==> config.mk <==
export PLATFORM = sky130hd
export DESIGN_NAME = sign_guard_link
export DESIGN_NICKNAME = d
export VERILOG_FILES = /design/src/rtl/slg_pkg.sv /design/src/rtl/slg_phase.sv /design/src/rtl/slg_tx.sv /design/src/rtl/slg_rx.sv /design/src/rtl/sign_guard_link.sv
export SDC_FILE = /design/constraint.sdc
export NUM_CORES = 1
export LEC_CHECK = 0
export CELL_PAD_IN_SITES_DETAIL_PLACEMENT = 1
export CELL_PAD_IN_SITES_GLOBAL_PLACEMENT = 2
export CORE_MARGIN = 4
export CORE_UTILIZATION = 22
export DETAILED_ROUTE_END_ITERATION = 7
export PLACE_DENSITY = 0.8
export RECOVER_POWER = 100
export SLEW_MARGIN = 10
export SYNTH_ARGS = -nofsm -noshare
export SYNTH_HDL_FRONTEND = slang
export SYNTH_SLANG_ARGS = --single-unit
==> constraint.sdc <==
create_clock -name clk -period 1.6 [get_ports clk]
set_input_delay 0.24 -clock clk [delete_from_list [all_inputs] [get_ports clk]]
set_output_delay 0.24 -clock clk [all_outputs]
set_load 0.05 [all_outputs]
==> src/rtl/slg_pkg.sv <==
package slg_pkg;
    parameter int MAG_W  = 5;
    localparam int WORD_W = MAG_W + 2;
    localparam int SIGN_BIT = MAG_W + 1;
    localparam int RED_BIT  = MAG_W;

    typedef struct packed {
        logic             sign;
        logic             red;
        logic [MAG_W-1:0] mag;
    } lane_word_t;

    localparam lane_word_t IDLE_WORD = '{sign: 1'b0, red: 1'b1, mag: '0};
endpackage

==> src/rtl/slg_phase.sv <==
module slg_phase (
    input  logic clk,
    input  logic rst_n,
    input  logic en_i,
    output logic phase_o
);
    typedef struct packed {
        logic phase;
    } ph_state_t;

    ph_state_t st_d, st_q;

    always_comb begin
        st_d = st_q;
        if (en_i) st_d.phase = ~st_q.phase;
    end

    always_ff @(posedge clk or negedge rst_n) begin
        if (!rst_n) st_q <= '0;
        else        st_q <= st_d;
    end

    assign phase_o = st_q.phase;

    // phase flips on every enabled edge
    a_r2_phase_flip: assert property (@(posedge clk) disable iff (!rst_n)
        en_i |=> (phase_o != $past(phase_o)));
    // phase holds while disabled
    a_r3_phase_hold: assert property (@(posedge clk) disable iff (!rst_n)
        !en_i |=> $stable(phase_o));
endmodule

==> src/rtl/slg_tx.sv <==
module slg_tx
    import slg_pkg::*;
#(
    parameter int LANES = 4
) (
    input  logic                    phase_i,
    input  logic [LANES-1:0]        sign_i,
    input  logic [LANES*MAG_W-1:0]  mag_i,
    output logic [LANES*WORD_W-1:0] word_o
);
    for (genvar k = 0; k < LANES; k++) begin : g_enc
        lane_word_t w;
        always_comb begin
            w.sign = sign_i[k];
            w.red  = sign_i[k] ^ phase_i;
            w.mag  = mag_i[k*MAG_W +: MAG_W];
        end
        assign word_o[k*WORD_W +: WORD_W] = w;
    end
endmodule

==> src/rtl/slg_rx.sv <==
module slg_rx
    import slg_pkg::*;
#(
    parameter int LANES = 4
) (
    input  logic                    clk,
    input  logic                    rst_n,
    input  logic                    phase_i,
    input  logic [LANES*WORD_W-1:0] word_i,
    output logic [LANES-1:0]        sign_o,
    output logic [LANES*MAG_W-1:0]  mag_o,
    output logic                    punct_o,
    output logic [LANES-1:0]        err_o
);
    typedef struct packed {
        logic [LANES-1:0] err;
    } rx_state_t;

    rx_state_t        st_d, st_q;
    logic [LANES-1:0] bad;
    logic             punct;

    always_comb begin
        for (int k = 0; k < LANES; k++) begin
            lane_word_t w;
            w      = word_i[k*WORD_W +: WORD_W];
            bad[k] = w.sign ^ (w.red ^ phase_i);
        end
        punct    = |bad;
        st_d.err = bad;
        for (int k = 0; k < LANES; k++) begin
            lane_word_t w;
            w = word_i[k*WORD_W +: WORD_W];
            sign_o[k]                = punct ? 1'b0 : w.sign;
            mag_o[k*MAG_W +: MAG_W]  = punct ? '0 : w.mag;
        end
    end

    always_ff @(posedge clk or negedge rst_n) begin
        if (!rst_n) st_q <= '0;
        else        st_q <= st_d;
    end

    assign punct_o = punct;
    assign err_o   = st_q.err;

    // any error pulse follows a puncture one cycle earlier
    a_r6_err_after_punct: assert property (@(posedge clk) disable iff (!rst_n)
        (|err_o) |-> $past(punct_o));
    // a puncture always yields a pulse next cycle
    a_r6_punct_gives_err: assert property (@(posedge clk) disable iff (!rst_n)
        punct_o |=> (|err_o));
endmodule

==> src/rtl/sign_guard_link.sv <==
module sign_guard_link
    import slg_pkg::*;
#(
    parameter int LANES = 4
) (
    input  logic                    clk,
    input  logic                    rst_n,
    input  logic                    en_i,
    input  logic [LANES-1:0]        tx_sign_i,
    input  logic [LANES*MAG_W-1:0]  tx_mag_i,
    output logic [LANES*WORD_W-1:0] lane_o,
    input  logic [LANES*WORD_W-1:0] lane_i,
    output logic [LANES-1:0]        rx_sign_o,
    output logic [LANES*MAG_W-1:0]  rx_mag_o,
    output logic                    punct_o,
    output logic [LANES-1:0]        err_o
);
    localparam int BUS_W = LANES * WORD_W;

    typedef struct packed {
        logic [BUS_W-1:0] lanes;
    } hop_state_t;

    hop_state_t       hop_d, hop_q;
    logic             phase;
    logic [BUS_W-1:0] enc_words;

    slg_phase u_phase (
        .clk     (clk),
        .rst_n   (rst_n),
        .en_i    (en_i),
        .phase_o (phase)
    );

    slg_tx #(.LANES(LANES)) u_tx (
        .phase_i (phase),
        .sign_i  (tx_sign_i),
        .mag_i   (tx_mag_i),
        .word_o  (enc_words)
    );

    always_comb begin
        hop_d = hop_q;
        if (en_i) hop_d.lanes = enc_words;
    end

    always_ff @(posedge clk or negedge rst_n) begin
        if (!rst_n) hop_q.lanes <= {LANES{IDLE_WORD}};
        else        hop_q <= hop_d;
    end

    assign lane_o = hop_q.lanes;

    // the receiver decodes with the phase in force at capture time
    slg_rx #(.LANES(LANES)) u_rx (
        .clk     (clk),
        .rst_n   (rst_n),
        .phase_i (~phase),
        .word_i  (lane_i),
        .sign_o  (rx_sign_o),
        .mag_o   (rx_mag_o),
        .punct_o (punct_o),
        .err_o   (err_o)
    );

    // hop register holds while disabled
    a_r3_hop_hold: assert property (@(posedge clk) disable iff (!rst_n)
        !en_i |=> $stable(lane_o));
    // a puncture clears every message output
    a_r5_zero_on_punct: assert property (@(posedge clk) disable iff (!rst_n)
        punct_o |-> (rx_sign_o == '0 && rx_mag_o == '0));

    for (genvar k = 0; k < LANES; k++) begin : g_chk
        // redundant bit carries the sign XOR the phase before the edge
        a_r2_red_bit: assert property (@(posedge clk) disable iff (!rst_n)
            en_i |=> (lane_o[k*WORD_W + RED_BIT] ==
                      (lane_o[k*WORD_W + SIGN_BIT] ^ $past(phase))));
    end
endmodule

==> out/summary.txt <==
status: finished, violations left
failing checks: setup timing
gpl congestion: 0.682
placed cell count: 403
via count of the first global-routing pass: 2,206
CTS clock-pin slew for the worst setup and hold paths: 0.06 ns
headroom to the max-slew limit: 45.1%
predominant post-synthesis flop cell: sky130_fd_sc_hd__dfrtp_1
maximum vdd ir drop: 0.320 mV
wire length of the first global-routing pass: 11,300 um
CTS Hold Buffers Added: 0
number of levels in the clock H-tree: 2
Syn-to-layout area delta: 102%
slew at the pin closest to its max-slew limit: 0.824 ns
final setup violating endpoints: 25
clock period minus final worst setup slack: 1.86 ns
top cell family by delay on the critical path: simple AND/OR/NAND/NOR gates
floorplan die width: 102 um
syn nets: 234
Startpoint Class: input port
category of the most critical setup path: in2out
cell type contributing the most total cell area after synthesis: sky130_fd_sc_hd__dfrtp_1
die span in y: 102 um
number of antenna violations at the first check in global routing: 0
Final HPWL DP: 5470 um
TritonCTS buffer count: 5
gate count after technology mapping: 179
Pleak: 1.41 nW
leading post-synthesis cells by cell area: sky130_fd_sc_hd__dfrtp_1, sky130_fd_sc_hd__mux2_2, sky130_fd_sc_hd__o22ai_2
Clock Latency Late Sink: 0.27 ns
slowest CP cell: sky130_fd_sc_hd__or4_4
post-DR vias/cell: 4.74
DIE AREA: 0.0105 mm^2
count of nets after finishing: 364
Core Box Area: 0.00868 mm^2
largest stage delay on the critical path: 0.56 ns
worst hold slack after final layout: 0.507 ns
power density relative to cell area: 1080 mW/mm^2
endpoint type of the worst setup path: primary output
CTS tree: built
syn_area_per_cell: 10.9 um^2
max-slew violations: 0
number of sinks driven by the clock tree: 33
Post-synth ARST share: 100%
number of warning messages in the yosys log: 0
portion of the post-synthesis area used by sequential elements: 42.4%
total wirelength of the detailed-routed design: 7350 um
post-synth design cell area: 0.00196 mm^2
total global routing track utilization: 13.9%
Buf+Inv Stages, Crit Path: 2
Antenna Cells: 0
crit path max fanout: 4
Yosys cell types: 23
fill count: 927
post-detailed-route count of antenna-violating nets: 0
buffer depth of the longest clock path: 2
number of violations of the max-capacitance limit: 0
global route overflow: 0
number of buffers inserted by port buffering: 111
Period Utilization, post-route: 116%
critical-path cell list: dlygate4sd2_1 > xor2_2 > or4_4 > a21boi_4 > buf_12
master cell of the clock root buffer: sky130_fd_sc_hd__clkbuf_8
min-delay worst type: reg2reg
Finished Core Util: 45.5%
share of layout cells above drive strength 1: 41.9%
Initial Utilization: 22.6%
highest-count cells in the layout ignoring fill and taps: sky130_fd_sc_hd__clkdlybuf4s50_1, sky130_fd_sc_hd__nand3_1, sky130_fd_sc_hd__buf_12
arrival time worst endpoint: 1.62 ns
count of flip-flops with a built-in enable after synthesis: 0
I/O pin cnt: 112
most common cell after layout, fill and taps aside: sky130_fd_sc_hd__clkdlybuf4s50_1
final cell count without fillers: 418
RSZ-0062 raised after global routing: yes
overall power of the completed layout: 4.27 mW
number of hold violations in the final report: 0
highest attainable clock frequency: 0.537 GHz
count of standard-cell rows: 34
largest net degree at the start of global routing: 34
DRT iter0 DRCs: 21
Critical Path RT: 1.36 ns
worst setup timing slack at the placement stage: -0.607 ns
Worst Slack Setup Final: -0.261 ns
# DRC: 0
register bit total from synthesis: 33
First-pass DRT Iterations: 2
number of vias in the routed layout: 1,981
wire length per cell after detailed routing: 17.6 um
final setup skew: 0.000502 ns
Yosys top cell area share: 37.1%
[cell families after synthesis]
group / Yosys count / synth area share [%]
buffers and inverters: 19 / 4.98
AO/OA/AOI/OAI: 29 / 15.8
multiplexers: 24 / 13.8
AND/OR/NAND/NOR: 58 / 15.1
flip-flops: 33 / 42.4
XOR/XNOR: 16 / 7.92
[final cells by class]
type	count	area [um^2]	share of cell area [%]
tap	108	135	3.42
multi-input combinational	127	1300	32.9
clock buffer	8	90.1	2.28
sequential	33	831	21.0
timing repair buffer	142	1600	40.4
[Yosys cell counts (2+ instances only)]
cell type                  instances
sky130_fd_sc_hd__xnor2_1          11
sky130_fd_sc_hd__clkbuf_1          8
sky130_fd_sc_hd__nand2_1           3
sky130_fd_sc_hd__nor2_1            5
sky130_fd_sc_hd__o22ai_2          20
sky130_fd_sc_hd__o22ai_1           2
sky130_fd_sc_hd__buf_2             9
sky130_fd_sc_hd__buf_6             2
sky130_fd_sc_hd__nand3_1          43
sky130_fd_sc_hd__nand3b_1          2
sky130_fd_sc_hd__dfrtp_1          29
sky130_fd_sc_hd__xor2_2            2
sky130_fd_sc_hd__xor2_1            3
sky130_fd_sc_hd__mux2_2           24
sky130_fd_sc_hd__dfstp_2           4
sky130_fd_sc_hd__a21oi_1           4
sky130_fd_sc_hd__nand4_1           2
[path summary, 6_finish.rpt]
kind	startpoint	endpoint	slack [ns]	depth (start not counted)
max	lane_i[12]	rx_sign_o[0]	-0.26	5
min	lane_o[10]	lane_o[10]	0.51	1
max reg2reg	u_phase.phase_o	lane_o[12]	0.49	4
min reg2reg	lane_o[10]	lane_o[10]	0.51	1
max in group asynchronous	rst_n	u_rx.err_o[2]	0.49	2
min in group asynchronous	rst_n	lane_o[24]	0.60	2
[flip-flops by register name, summed over array words and instances (netlist names)]
signal,flops
u_rx.err_o,4
u_phase.phase_o,1
lane_o,28
[report_power, final]
group | switching [mW] | leakage (nW) | internal (mW)
clock | 0.275 | 0.0455 | 0.350
combinational | 1.48 | 0.987 | 1.04
sequential | 0.102 | 0.380 | 1.03
[metrics by stage]
step,area [um^2],setup TNS [ns]
detailed placement,3810,-14.41
global route,3950,-7.05
global placement,3810,-13.96
floorplan,2190,-0.543
finish,3950,-5.72
CTS,4060,-6.07
[layer usage]
metal  track usage, %  share of wire, %  vias up
li1                 -                 -      919
met1             14.7                37      967
met2             24.8                49       91
met3             6.62                13        4
met4             3.33              0.54        0
met5                0                 0        -
[worst reg2reg max path, stage by stage, from the launching register on]
cell and delay, ns:
sky130_fd_sc_hd__dfrtp_1 0.41, sky130_fd_sc_hd__buf_6 0.15, sky130_fd_sc_hd__buf_4 0.19, sky130_fd_sc_hd__xnor2_1 0.14, sky130_fd_sc_hd__a21oi_1 0.15
[what timing repair did]
| action | CTS | global route |
|---|---|---|
| endpoints found under the setup margin | 25 | 25 |
| pin swaps | 6 | 1 |
| cloned | 2 | 1 |
| buffers inserted | 4 | 0 |
| resized for setup | 32 | 0 |
Power figures use the tool's default switching activity.
